`src/rtl/fes_pkg.sv`:
```
package fes_pkg;
    localparam int CMD_AW = 11;

    localparam logic [CMD_AW-1:0] A_FIRST  = 11'h555;
    localparam logic [CMD_AW-1:0] A_SECOND = 11'h2AA;

    localparam logic [7:0] D_UNLOCK_A  = 8'hAA;
    localparam logic [7:0] D_UNLOCK_B  = 8'h55;
    localparam logic [7:0] D_SETUP     = 8'h80;
    localparam logic [7:0] D_CHIP      = 8'h10;
    localparam logic [7:0] D_SECTOR    = 8'h30;
    localparam logic [7:0] D_SUSPEND   = 8'hB0;
    localparam logic [7:0] D_BYP_ENTER = 8'h20;
    localparam logic [7:0] D_BYP_PROG  = 8'hA0;
    localparam logic [7:0] D_BYP_EXIT1 = 8'h90;
    localparam logic [7:0] D_BYP_EXIT2 = 8'h00;

    typedef enum logic [1:0] {PH_READ, PH_WINDOW, PH_ERASE, PH_SUSP} phase_e;

    typedef enum logic [2:0] {
        S_IDLE, S_U1, S_U2, S_SETUP, S_U3, S_U4, S_BPRG, S_BRST
    } dec_state_e;

    typedef struct packed {
        logic chip;
        logic sect;
        logic susp;
        logic resume;
    } cmd_t;

    function automatic logic is_unlock(input logic [CMD_AW-1:0] a,
                                       input logic [7:0] d,
                                       input logic second);
        return second ? (a == A_SECOND && d == D_UNLOCK_B)
                      : (a == A_FIRST  && d == D_UNLOCK_A);
    endfunction
endpackage

```
`src/rtl/fes_decoder.sv`:
```
module fes_decoder
    import fes_pkg::*;
(
    input  logic              clk,
    input  logic              rst,
    input  logic              wr_en,
    input  logic [CMD_AW-1:0] cmd_addr,
    input  logic [7:0]        wr_data,
    input  phase_e            phase,
    input  logic              secure_en,
    output cmd_t              cmd,
    output logic              bypass_on,
    output logic              prog_ack
);
    dec_state_e st_q, st_d;
    logic       byp_d, ack_d;

    always_comb begin
        cmd   = '0;
        st_d  = st_q;
        byp_d = bypass_on;
        ack_d = 1'b0;
        if (wr_en) begin
            unique case (phase)
                PH_ERASE:  cmd.susp   = (wr_data == D_SUSPEND);
                PH_SUSP:   cmd.resume = (wr_data == D_SECTOR);
                PH_WINDOW: cmd.sect   = (wr_data == D_SECTOR);
                default: begin
                    if (bypass_on) begin
                        unique case (st_q)
                            S_BPRG: begin
                                ack_d = !secure_en;
                                st_d  = S_IDLE;
                            end
                            S_BRST: begin
                                if (wr_data == D_BYP_EXIT2) byp_d = 1'b0;
                                st_d = S_IDLE;
                            end
                            default: begin
                                if (wr_data == D_BYP_PROG)       st_d = S_BPRG;
                                else if (wr_data == D_BYP_EXIT1) st_d = S_BRST;
                                else                             st_d = S_IDLE;
                            end
                        endcase
                    end else begin
                        st_d = S_IDLE;
                        unique case (st_q)
                            S_IDLE:  if (is_unlock(cmd_addr, wr_data, 1'b0)) st_d = S_U1;
                            S_U1:    if (is_unlock(cmd_addr, wr_data, 1'b1)) st_d = S_U2;
                            S_U2: begin
                                if (cmd_addr == A_FIRST && wr_data == D_SETUP)
                                    st_d = S_SETUP;
                                else if (cmd_addr == A_FIRST && wr_data == D_BYP_ENTER)
                                    byp_d = 1'b1;
                            end
                            S_SETUP: if (is_unlock(cmd_addr, wr_data, 1'b0)) st_d = S_U3;
                            S_U3:    if (is_unlock(cmd_addr, wr_data, 1'b1)) st_d = S_U4;
                            S_U4: begin
                                if (cmd_addr == A_FIRST && wr_data == D_CHIP) cmd.chip = 1'b1;
                                else if (wr_data == D_SECTOR)                 cmd.sect = 1'b1;
                            end
                            default: st_d = S_IDLE;
                        endcase
                    end
                end
            endcase
        end
        if (phase != PH_READ) st_d = S_IDLE;
    end

    always_ff @(posedge clk) begin
        if (rst) begin
            st_q      <= S_IDLE;
            bypass_on <= 1'b0;
            prog_ack  <= 1'b0;
        end else begin
            st_q      <= st_d;
            bypass_on <= byp_d;
            prog_ack  <= ack_d;
        end
    end

    // a program acknowledge needs a write in bypass mode with the secured region off
    assert_prog_gated_R11: assert property (@(posedge clk) disable iff (rst)
        prog_ack |-> $past(wr_en && !secure_en && bypass_on));
endmodule

```
`src/rtl/fes_window.sv`:
```
module fes_window #(
    parameter int WINDOW_CYC = 20000
) (
    input  logic clk,
    input  logic rst,
    input  logic restart,
    input  logic active,
    output logic expire
);
    localparam int CNT_W = (WINDOW_CYC > 1) ? $clog2(WINDOW_CYC) : 1;
    localparam logic [CNT_W-1:0] LOAD = CNT_W'(WINDOW_CYC - 1);

    logic [CNT_W-1:0] cnt_q;

    always_ff @(posedge clk) begin
        if (rst)                         cnt_q <= '0;
        else if (restart)                cnt_q <= LOAD;
        else if (active && cnt_q != '0)  cnt_q <= cnt_q - 1'b1;
    end

    assign expire = active && !restart && (cnt_q == '0);

    // a restart always leaves at least one more cycle of window
    assert_restart_holds_R5: assert property (@(posedge clk) disable iff (rst)
        restart |=> !expire);
endmodule

```
`src/rtl/fes_engine.sv`:
```
module fes_engine
    import fes_pkg::*;
#(
    parameter int NUM_SECT  = 8,
    parameter int ERASE_CYC = 1000,
    localparam int SIDX_W   = $clog2(NUM_SECT)
) (
    input  logic                clk,
    input  logic                rst,
    input  cmd_t                cmd,
    input  logic [SIDX_W-1:0]   sect_idx,
    input  logic [NUM_SECT-1:0] protect,
    input  logic                expire,
    output phase_e              phase,
    output logic [NUM_SECT-1:0] mask
);
    localparam int ECNT_W = (ERASE_CYC > 1) ? $clog2(ERASE_CYC) : 1;
    localparam logic [ECNT_W-1:0] ELOAD = ECNT_W'(ERASE_CYC - 1);

    logic [ECNT_W-1:0]   ecnt_q;
    logic [NUM_SECT-1:0] sel, low, rest;

    assign sel  = NUM_SECT'(1) << sect_idx;
    assign low  = mask & (~mask + 1'b1);
    assign rest = mask & ~low;

    always_ff @(posedge clk) begin
        if (rst) begin
            phase  <= PH_READ;
            mask   <= '0;
            ecnt_q <= '0;
        end else begin
            unique case (phase)
                PH_READ: begin
                    if (cmd.chip) begin
                        mask   <= ~protect;
                        ecnt_q <= ELOAD;
                        phase  <= PH_ERASE;
                    end else if (cmd.sect) begin
                        mask  <= sel & ~protect;
                        phase <= PH_WINDOW;
                    end
                end
                PH_WINDOW: begin
                    if (cmd.sect) mask <= mask | (sel & ~protect);
                    else if (expire) begin
                        ecnt_q <= ELOAD;
                        phase  <= PH_ERASE;
                    end
                end
                PH_ERASE: begin
                    if (cmd.susp)             phase <= PH_SUSP;
                    else if (mask == '0)      phase <= PH_READ;
                    else if (ecnt_q == '0) begin
                        mask   <= rest;
                        ecnt_q <= ELOAD;
                        if (rest == '0) phase <= PH_READ;
                    end else                  ecnt_q <= ecnt_q - 1'b1;
                end
                default: if (cmd.resume) phase <= PH_ERASE;
            endcase
        end
    end

    // once the erase runs, no sector can join the mask
    assert_no_gain_R6: assert property (@(posedge clk) disable iff (rst)
        (phase == PH_ERASE || phase == PH_SUSP) |=> ((mask & ~$past(mask)) == '0));

    // chip erase never schedules a protected sector
    assert_protect_skip_R3: assert property (@(posedge clk) disable iff (rst)
        (phase == PH_READ && cmd.chip) |=> ((mask & $past(protect)) == '0));

    // suspended erase makes no progress
    assert_susp_freeze_R7: assert property (@(posedge clk) disable iff (rst)
        (phase == PH_SUSP && !cmd.resume) |=> $stable(mask));
endmodule

```
`src/rtl/flash_erase_seq.sv`:
```
module flash_erase_seq
    import fes_pkg::*;
#(
    parameter int NUM_SECT   = 8,
    parameter int WINDOW_CYC = 20000,
    parameter int ERASE_CYC  = 1000,
    localparam int SIDX_W    = $clog2(NUM_SECT),
    localparam int ADDR_W    = CMD_AW + SIDX_W
) (
    input  logic                clk,
    input  logic                rst,
    input  logic                wr_en,
    input  logic [ADDR_W-1:0]   wr_addr,
    input  logic [7:0]          wr_data,
    input  logic                rd_status,
    input  logic [NUM_SECT-1:0] protect,
    input  logic                secure_en,
    output logic                ready,
    output logic [7:0]          status,
    output logic [NUM_SECT-1:0] sect_mask,
    output logic                bypass_on,
    output logic                prog_ack
);
    cmd_t   cmd;
    phase_e phase;
    logic   expire, restart, tog_q, suspended;

    fes_decoder u_dec (
        .clk(clk), .rst(rst), .wr_en(wr_en),
        .cmd_addr(wr_addr[CMD_AW-1:0]), .wr_data(wr_data),
        .phase(phase), .secure_en(secure_en),
        .cmd(cmd), .bypass_on(bypass_on), .prog_ack(prog_ack)
    );

    assign restart = (phase == PH_READ && cmd.sect) || (phase == PH_WINDOW && wr_en);

    fes_window #(.WINDOW_CYC(WINDOW_CYC)) u_win (
        .clk(clk), .rst(rst), .restart(restart),
        .active(phase == PH_WINDOW), .expire(expire)
    );

    fes_engine #(.NUM_SECT(NUM_SECT), .ERASE_CYC(ERASE_CYC)) u_eng (
        .clk(clk), .rst(rst), .cmd(cmd),
        .sect_idx(wr_addr[ADDR_W-1:CMD_AW]), .protect(protect),
        .expire(expire), .phase(phase), .mask(sect_mask)
    );

    assign ready     = (phase == PH_READ);
    assign suspended = (phase == PH_SUSP);

    always_ff @(posedge clk) begin
        if (rst)                     tog_q <= 1'b0;
        else if (!ready && rd_status) tog_q <= ~tog_q;
    end

    assign status = ready ? 8'h80 : {1'b0, tog_q, 5'b0, suspended};

    // while erasing, only the suspend byte can reach the suspended state
    assert_lockout_R7: assert property (@(posedge clk) disable iff (rst)
        (phase == PH_ERASE && wr_en && wr_data != D_SUSPEND) |=> !suspended);

    // each busy status read flips the toggle bit
    assert_toggle_R9: assert property (@(posedge clk) disable iff (rst)
        (!ready && rd_status) |=> (ready || status[6] != $past(status[6])));

    // an expiring window hands over to the erase
    assert_expire_starts_R5: assert property (@(posedge clk) disable iff (rst)
        expire |=> (phase == PH_ERASE));

    // reset leaves the block idle and empty
    assert_reset_idle_R10: assert property (@(posedge clk)
        rst |=> (ready && sect_mask == '0 && !bypass_on));
endmodule

```
`config.mk`:
```
export PLATFORM = sky130hd
export DESIGN_NAME = flash_erase_seq
export DESIGN_NICKNAME = d
export VERILOG_FILES = /design/src/rtl/fes_pkg.sv /design/src/rtl/fes_decoder.sv /design/src/rtl/fes_window.sv /design/src/rtl/fes_engine.sv /design/src/rtl/flash_erase_seq.sv
export SDC_FILE = /design/constraint.sdc
export NUM_CORES = 1
export LEC_CHECK = 0
export BUFFER_PORTS_ARGS = -buffer_cell sky130_fd_sc_hd__buf_2
export CAP_MARGIN = 10
export CORE_UTILIZATION = 45
export CTS_CLUSTER_DIAMETER = 40
export DETAILED_ROUTE_END_ITERATION = 8
export PLACE_DENSITY_LB_ADDON = 0.08
export SYNTH_ARGS = -nofsm -noshare
export SYNTH_HDL_FRONTEND = slang
export SYNTH_HIERARCHICAL = 1
export SYNTH_SLANG_ARGS = --single-unit
```
`constraint.sdc`:
```
create_clock -name clk -period 3 [get_ports clk]
set_clock_uncertainty 0.2 [all_clocks]
set_input_delay 0.15 -clock clk [delete_from_list [all_inputs] [get_ports clk]]
set_output_delay 0.15 -clock clk [all_outputs]
set_load 0.01 [all_outputs]
```
## Word-level counts from Yosys, hierarchy flattened

Cells that the tools add are included.

| word-level totals | value |
|---|---|
| output and inout bits | 19 |
| input port bits | 35 |
| register bits | 41 |
| word-level logic and storage cells | 146 |

| operators by class | value |
|---|---|
| bitwise operators | 12 |
| mux-type cells | 53 |
| eq/ne operators | 31 |
| reductions and logical operators | 37 |
| add/sub/neg operators | 3 |
| shift operators | 1 |

Operators with widths:

| cell | number |
|---|---|
| 2-to-1 mux 10 bit | 6 |
| 2-to-1 mux 8 bit | 7 |
| equality test 8 bit, second input constant | 5 |
| 2-to-1 mux 15 bit | 2 |
| one-hot mux 10 bit (3 select lines) | 1 |
| 2-to-1 mux 2 bit | 13 |
| AND 8 bit | 3 |
| logical NOT 8 bit | 3 |
| NOT 8 bit | 3 |
| one-hot mux 8 bit (3 select lines) | 1 |
| 2-to-1 mux 3 bit | 6 |
| AND reduction 6 bit | 3 |
| equality test 8 x 6 -> 1 bit, second input constant | 2 |
| logical NOT 15 bit | 1 |
| one-hot mux 3 bit (5 select lines) | 1 |
| nonzero test 15 bit | 1 |
| subtractor 15 x 1 -> 15 bit, second input constant | 1 |
| 2-to-1 mux 1 bit | 13 |
| equality test 3 bit, second input constant | 4 |
| equality test 11 x 10 -> 1 bit, second input constant | 1 |
| equality test 11 bit, second input constant | 1 |
| logical AND 1 bit | 11 |
| logical NOT 10 bit | 1 |
| inequality test 2 bit, second input constant | 5 |
| 28 further kinds | 42 |

## Logic depth before layout (Yosys ltp)

Gate-level depths: netlist of run 1.

| logic depth | value |
|---|---|
| word-level depth | 15 |
| depth in mapped cells | 13 |
| gate-level depth less buffers | 12 |

## Modules after synthesis

The synthesis of run 1 kept the hierarchy.

By module, submodules not included:

| module | times used | cells an instance | area an instance (um2) | sequential area each (um2) |
|---|---|---|---|---|
| fes_engine | 1 | 173 | 1493.9 | 400.4 |
| fes_window | 1 | 97 | 829.5 | 300.3 |
| fes_decoder | 1 | 77 | 556.8 | 100.1 |
| flash_erase_seq | 1 | 18 | 140.1 | 20.0 |

## Worst setup path before layout of run 1

Ideal clock, no wire load.

| path | value |
|---|---|
| kind | flip-flop to flip-flop |
| from | register u_dec.st_q[1] |
| to | register u_eng.ecnt_q[1] |
| data arrival time | 2739 ps |
| library setup time | 91 ps |
| path buffers | 1 |
| period minus slack after synthesis | 3030 ps |
| cell stages (with the launch flop) | 13 |
| path slack | -30 ps |
| required time | 2709 ps |
| cells stage by stage | dfxtp_1 -> buf_4 -> nor2_1 -> nand3_1 -> a2111oi_0 -> mux2i_1 -> nor2_1 -> inv_1 -> and3_1 -> nor2b_1 -> o211a_1 -> a21boi_0 -> a311oi_1 |

RTL lines:

| item | RTL line | text |
|---|---|---|
| start: declaration | fes_decoder.sv:15 | `dec_state_e st_q, st_d;` |
| start signal: assignment | fes_decoder.sv:77 | `st_q <= st_d;` |
| end signal: assignment | fes_engine.sv:58 | `end else ecnt_q <= ecnt_q - 1'b1;` |
| end: declaration | fes_engine.sv:20 | `logic [ECNT_W-1:0] ecnt_q;` |

## Worst setup path in the final report of run 1

| path | value |
|---|---|
| from | register u_win.cnt_q[0] |
| to | register u_eng.ecnt_q[7] |

| on the way | value |
|---|---|
| longest elaborated chain between the ends | 4 |

RTL lines:

| item | RTL line | text |
|---|---|---|
| start: declaration | fes_window.sv:13 | `logic [CNT_W-1:0] cnt_q;` |
| start signal: assignment | fes_window.sv:18 | `else if (active && cnt_q != '0) cnt_q <= cnt_q - 1'b1;` |
| logical NOT 15 bit | fes_window.sv:21 | `assign expire = active && !restart && (cnt_q == '0);` |
| logical AND 1 bit | fes_window.sv:21 |  |
| net expire | flash_erase_seq.sv:26 | `logic expire, restart, tog_q, suspended;` |
| inequality test 2 bit (no line) | n/a |  |
| AND reduction 6 bit (no line) | n/a |  |

The timed path passes the listed nets, and every way through them passes these cells.
A chain may end at the register's enable or synchronous reset.

==> results of run 1 <==
==> per-stage QoR <==
step	utilization, %	worst slack [ns]	cells	power, W
CTS	54.6	0.0858	499	0.00326
floorplan	-	0.0828	369	0.00229
detailed placement	52.4	0.144	489	0.00276
finish	55.0	0.228	499	0.00328
global route	55.0	0.00818	499	0.00359
global placement	52.4	0.163	489	0.00273
==> cell usage after synthesis (all sizes together) (5+ instances only) <==
cell type / count
nand2: 21
nor2b: 9
dfxtp: 41
o21ai: 15
a31oi: 9
or4: 6
nor2: 26
a211oi: 7
xnor2: 6
and3: 7
a21oi: 25
nand3: 12
clkbuf: 9
and2: 5
nor4: 12
a311oi: 5
buf: 12
nor3: 18
inv: 17
or3: 10
or2: 5
a2111oi: 5
nand4: 5
ha: 8
==> power breakdown <==
| group | switching (W) | internal (W) |
|---|---|---|
| Combinational | 0.00106 | 0.000846 |
| Clock | 0.000206 | 0.000271 |
| Sequential | 0.000188 | 0.000705 |
| Total | 0.00146 | 0.00182 |
==> sequential cells by signal (all words and copies together), names as in the netlist <==
name,flops
u_eng/mask,8
u_dec/bypass_on,1
u_eng/phase,2
u_dec/prog_ack,1
u_eng/ecnt_q,10
tog_q,1
u_win/cnt_q,15
u_dec/st_q,3
==> how the worst max path moves through the flow <==
stage,cells past startpoint,from,end,slack [ns]
2_1_floorplan,11,u_win/cnt_q[0]$_SDFFE_PP0P_,u_eng/ecnt_q[0]$_SDFFE_PP0P_,0.08
3_3_place_gp,10,u_eng/phase[0]$_SDFFE_PP0P_,u_eng/ecnt_q[5]$_SDFFE_PP0P_,0.16
3_5_place_dp,10,u_eng/phase[0]$_SDFFE_PP0P_,u_eng/ecnt_q[5]$_SDFFE_PP0P_,0.14
4_1_cts,10,u_win/cnt_q[0]$_SDFFE_PP0P_,u_eng/ecnt_q[5]$_SDFFE_PP0P_,0.09
5_1_grt,10,u_win/cnt_q[0]$_SDFFE_PP0P_,u_eng/ecnt_q[5]$_SDFFE_PP0P_,0.008
6_report,10,u_win/cnt_q[0]$_SDFFE_PP0P_,u_eng/ecnt_q[7]$_SDFFE_PP0P_,0.23
==> what timing repair did <==
action,CTS,global route
hold buffers,2,0
endpoints found under the setup margin,0,12
endpoints found under the hold margin,2,0
gates resized for setup,0,7
==> layout make-up <==
class / instances / share of cell area [%]
inverter: 17 / 1.81
timing repair buffer: 66 / 10.8
tap: 77 / 2.73
sequential: 41 / 23.3
clock buffer: 6 / 2.34
multi-input combinational: 290 / 58.0
clock inverter: 2 / 1.06
==> cells by family after synthesis <==
kind of cell               count (synthesis)
buffers and inverters                     38
muxes                                      5
other                                      1
adders and majority gates                 10
AOI/OAI and AO/OA                        104
xor gates and xnor gates                   9
and+or+nand+nor                          157
DFF                                       41
==> metal layers <==
metal  routed length (um)  global-route usage, %
met2                 3440                   36.7
met5                    0                      0
met4                   61                   5.96
met1                 3590                   28.6
met3                  180                   3.66
==> critical path, stage by stage (launching register included) <==
cell and delay [ns]:
dfxtp_1 0.32, inv_1 0.11, ha_1 0.16, nor4b_2 0.22, and4_1 0.27, and3_1 0.17
nor2b_1 0.22, o2111ai_1 0.19, a2111oi_0 0.52, xnor2_1 0.18, a21oi_1 0.08
==> results.toml, run 1 <==
[die]
core_sq_mm = 0.00642
die-area_sq_mm = 0.00704
fp.dieW_um = 83.9
initial_core_util_pct = 47.0
ioPinCount = 54
rows = 29
die_y_um = 83.9

[cells_and_area]
nFillCells = 624
seqCellArea_sq_um = 822
num_antenna_cells = 0
syn2layout_area_growth_pct = 16.9
stdcell_area_sq_mm = 0.00353
layout-drive-gt1-share_pct = 27.5
fin_nets = 464
multi_input_area_sq_mm = 0.00205
layout_common_cells = "buf_2 (48), dfxtp_1 (40), nor2_1 (25)"
final_common_cell = "buf_2"

[sta]
hold_ws_ns = 0.0167
rsz0062_at_grt = "no"
setup_viol = 0
post-route-period-util_pct = 92.4
finalHoldViolCount = 0
slew_viol_final = 0
fmax_mhz = 361
worst_slew_pin_slew_ns = 0.705
max-slew-margin-rel_pct = 53.0
fin_crit_ns = 2.77
finalSetupTns_ns = 0

[cts]
worstSkewPairLatency_ns = 0.30
ctsHtreeMaxLevel = 2
cts-root-buf = "clkbuf_8"
cts_tree = "yes"
postCtsSetupBuffers = 0
clock_path_buffers = 2
clkTransAtPathRegs_ns = 0.09
cts_buffers = 5
clock-sinks = 41

[synth]
syn_avg_cell_area_sq_um = 8.28
synth_area_sq_mm = 0.00302
synthXorXnorAreaFrac_pct = 2.61
synth.top_cell.area_share_pct = 27.2
synthCells = 365
async_reset_ff_share_pct = 0
synth_top_area_cell = "dfxtp_1"
synth_compound_area_share_pct = 26.8
seq_area_frac_synth_pct = 27.2
synth_ff_type = "dfxtp_1"
synthMuxAreaShare_pct = 1.82
synth_edf_count = 0
yosysUniqueCellTypes = 83
ys_seq_elements = 41
synth_fa_ha_area_share_pct = 3.98
synth_top_family_by_area = "simple AND/OR/NAND/NOR gates"
synth.area.top_cells = "dfxtp_1 (27%), a21oi_1 (3.8%), ha_1 (3.3%)"
synth-simple-area-share_pct = 31.1
yosysWarnings = 6

[drt]
drt-initial-drc-count = 77
vias_per_cell = 5.89
wl_per_cell_um = 14.6
ant_nets = 0
route.detailed.drc = 6
vias = 2939
dr.pass1.iters = 6
wl_um = 7270

[place]
place_area_sq_mm = 0.00337
hpwl_um = 5380
port_buffers = 48
place.gp.congestion = 0.825

[setup_path]
r2r_slack_ns = 0.23
r2r.worst_path.cells = 10
crit_fanout = 4
cp.required_ns = 2.95
worstSetupPathType = "reg -> reg"
r2r_start = "u_win/cnt_q[0]$_SDFFE_PP0P_"
worstReg2RegEnd = "u_eng/ecnt_q[7]$_SDFFE_PP0P_"
endpoint_kind = "register"
startpoint_type = "register"
cp.arrival_ns = 2.72

[run]
timing.max_cap.violations = 0

[outcome]
outcome = "finished, violations left"
violations = "design-rule violations"

[global_routing]
grt_antenna_before_repair = 0
grt_first_pass_wirelength_um = 12800
first_global_vias = 2756
grt-ovfl-total = 0
grt_max_degree = 36
grt_util_all_layers_pct = 21.8

[pwr]
p_per_area_mw_per_mm2 = 929
leakagePower_nw = 1.36
vdd_drop_max_mv = 0.459

[worst_hold_path]
whs_endpoint = "u_dec/st_q[2]$_SDFFE_PP0P_"
hold_path.startpoint = "wr_en"
holdPathStages = 3
hold_path.class = "in -> reg"
Note: power is estimated with default switching activity, not from simulation.
==> inputs of run 2 (changes only) <==
--- a/config.mk
+++ b/config.mk
@@ -13,5 +13,4 @@
 export PLACE_DENSITY_LB_ADDON = 0.08
 export SYNTH_ARGS = -nofsm -noshare
 export SYNTH_HDL_FRONTEND = slang
-export SYNTH_HIERARCHICAL = 1
 export SYNTH_SLANG_ARGS = --single-unit
==> results.toml, run 2 <==
[drt]
wl_um = 7220
route.detailed.drc = 0
ant_nets = 0
vias = 2892
drt-initial-drc-count = 91
vias_per_cell = 5.87
wl_per_cell_um = 14.6
dr.pass1.iters = 6

[sta]
hold_ws_ns = 0.0210
finalHoldViolCount = 0
fin_crit_ns = 2.67
rsz0062_at_grt = "no"
post-route-period-util_pct = 89.0
fmax_mhz = 374
finalSetupTns_ns = 0
slew_viol_final = 0
setup_viol = 0
worst_slew_pin_slew_ns = 0.751
max-slew-margin-rel_pct = 49.9

[synth]
yosysMostFrequentCell = "dfxtp_1"
async_reset_ff_share_pct = 0
synth.top_cell.area_share_pct = 28.5
synth_edf_count = 0
ys_seq_elements = 41
synthCells = 369
yosysWarnings = 0
seq_area_frac_synth_pct = 28.5
yosysUniqueCellTypes = 69
synth_commonest_cells = "dfxtp_1 (41), nor2_1 (36), a21oi_1 (30)"
syn_avg_cell_area_sq_um = 7.80
synth_ff_type = "dfxtp_1"
synth.area.top_cells = "dfxtp_1 (29%), a21oi_1 (5.2%), nor2_1 (4.7%)"
synth_top_area_cell = "dfxtp_1"
synth_area_sq_mm = 0.00288

[setup_path]
cpPeakStageDelay_ns = 0.37
crit_buf_inv = 1
startpoint_type = "register"
slowest_stage = "or3b_1"
crit_fanout = 15
endpoint_kind = "register"
cp.required_ns = 3.05
critPathTopFamily = "simple AND/OR/NAND/NOR gates"
path_cells = "inv_1 -> ha_1 -> or3b_1 -> nand2b_1 -> o41ai_4 -> o211ai_2 -> nor4bb_1 -> o211a_1"
worstSetupPathType = "reg -> reg"
cp.arrival_ns = 2.72

[global_routing]
first_global_vias = 2617
grt_util_all_layers_pct = 22.5
grt_max_degree = 21
grt_first_pass_wirelength_um = 11700
grt_antenna_before_repair = 0
grt-ovfl-total = 0

[die]
die_y_um = 82.0
die-area_sq_mm = 0.00672
initial_core_util_pct = 47.5
fp.dieW_um = 82.0
core_sq_mm = 0.00606
ioPinCount = 54
rows = 28

[cells_and_area]
top_register = "u_win.cnt_q"
layout_common_cells = "buf_2 (48), dfxtp_1 (41), nor2_1 (36)"
largest_register_ffs = 15
layout-drive-gt1-share_pct = 18.9
num_antenna_cells = 0
syn2layout_area_growth_pct = 15.9
nFillCells = 608
reg_top3 = "u_win.cnt_q x15, u_eng.ecnt_q x10, u_eng.mask x8"
final_common_cell = "buf_2"
fin_nets = 460
final_core_util_pct = 55.0

[worst_hold_path]
hold_path.class = "in -> reg"

[cts]
postCtsResizedCells = 0
postCtsSetupBuffers = 0
cts_buffers = 5
holdBufCountCts = 3
cts_tree = "yes"
clkTransAtPathRegs_ns = 0.08
clock-sinks = 41
ctsHtreeMaxLevel = 2
worstSkewPairLatency_ns = 0.30
clock_path_buffers = 2
cts-root-buf = "clkbuf_8"

[pwr]
leakagePower_nw = 1.29
vdd_drop_max_mv = 0.375
p_per_area_mw_per_mm2 = 740

[run]
timing.max_cap.violations = 0

[outcome]
outcome = "finished, final reports clean"

[place]
place.gp.congestion = 0.867
hpwl_um = 5330
port_buffers = 48
run 2: changes by cell type after synthesis, moves of 4 or more:
cell,previous run,this run
nand3_1,12,8
a31oi_1,9,2
nor3_1,18,23
nand2b_1,3,8
a211oi_1,5,9
o21ai_0,12,21
a21oi_1,23,30
nor2_1,25,36
xnor2_1,6,13
clkbuf_1,7,13
run 2: logic make-up (layout without fill, tap and decap cells):
| group | Yosys count | in the layout | synth area share [%] |
|---|---|---|---|
| compound gates | 102 | 102 | 24.5 |
| xor+xnor | 14 | 14 | 4.26 |
| fa+ha+maj | 9 | 9 | 3.82 |
| buf+inv | 37 | 82 | 6.26 |
| flops | 41 | 41 | 28.5 |
| mux | 2 | 2 | 0.695 |
| other cells | 1 | 5 | 0.130 |
| simple gates | 163 | 163 | 31.8 |
run 2: tightest hold or removal path, stage by stage:
cell,delay [ns]
buf_2,0.09
nor4bb_1,0.05
o211a_1,0.19
run 2: stage by stage:
step	power (W)	std cells	cell area, sq um	worst slack, ns
detailed placement	0.00192	482	3170	0.330
floorplan	0.00167	373	2890	0.502
finish	0.00247	493	3340	0.329
CTS	0.00248	493	3340	0.304
global route	0.00265	493	3340	0.149
global placement	0.00191	482	3170	0.378
run 2: area by class of cell:
class / count / area (sq um) / area share, %
tap: 75 / 93.8 / 2.81
clock inverter: 3 / 68.8 / 2.06
sequential: 41 / 821 / 24.6
inverter: 14 / 52.6 / 1.58
multi-input combinational: 295 / 1890 / 56.8
timing repair buffer: 60 / 338 / 10.1
clock buffer: 5 / 68.8 / 2.06
run 2: path summary, 6_finish.rpt:
check,startpoint,endpoint,slack (ns),cells after the start
max reg2reg,u_eng.ecnt_q[0]$_SDFFE_PP0P_,u_eng.mask[2]$_SDFFE_PP0P_,0.33,8
min reg2reg,u_eng.ecnt_q[9]$_SDFFE_PP0P_,u_eng.ecnt_q[9]$_SDFFE_PP0P_,0.27,1
max,u_eng.ecnt_q[0]$_SDFFE_PP0P_,u_eng.mask[2]$_SDFFE_PP0P_,0.33,8
min,protect[2],u_eng.mask[2]$_SDFFE_PP0P_,0.02,3
run 2: routing by layer:
layer,vias up,part of all wire (%),GRT usage (%)
met5,-,0,0
met4,0,0.64,7.02
met3,4,3.4,4.11
met2,57,49,40.6
met1,1363,47,26.7
li1,1468,-,-
run 2: where the power goes:
group | leakage [nW] | total [W] | switching [W] | internal [W]
Sequential | 0.332 | 0.000813 | 0.000148 | 0.000665
Clock | 0.0687 | 0.000548 | 0.000213 | 0.000335
Combinational | 0.889 | 0.00111 | 0.000654 | 0.000453
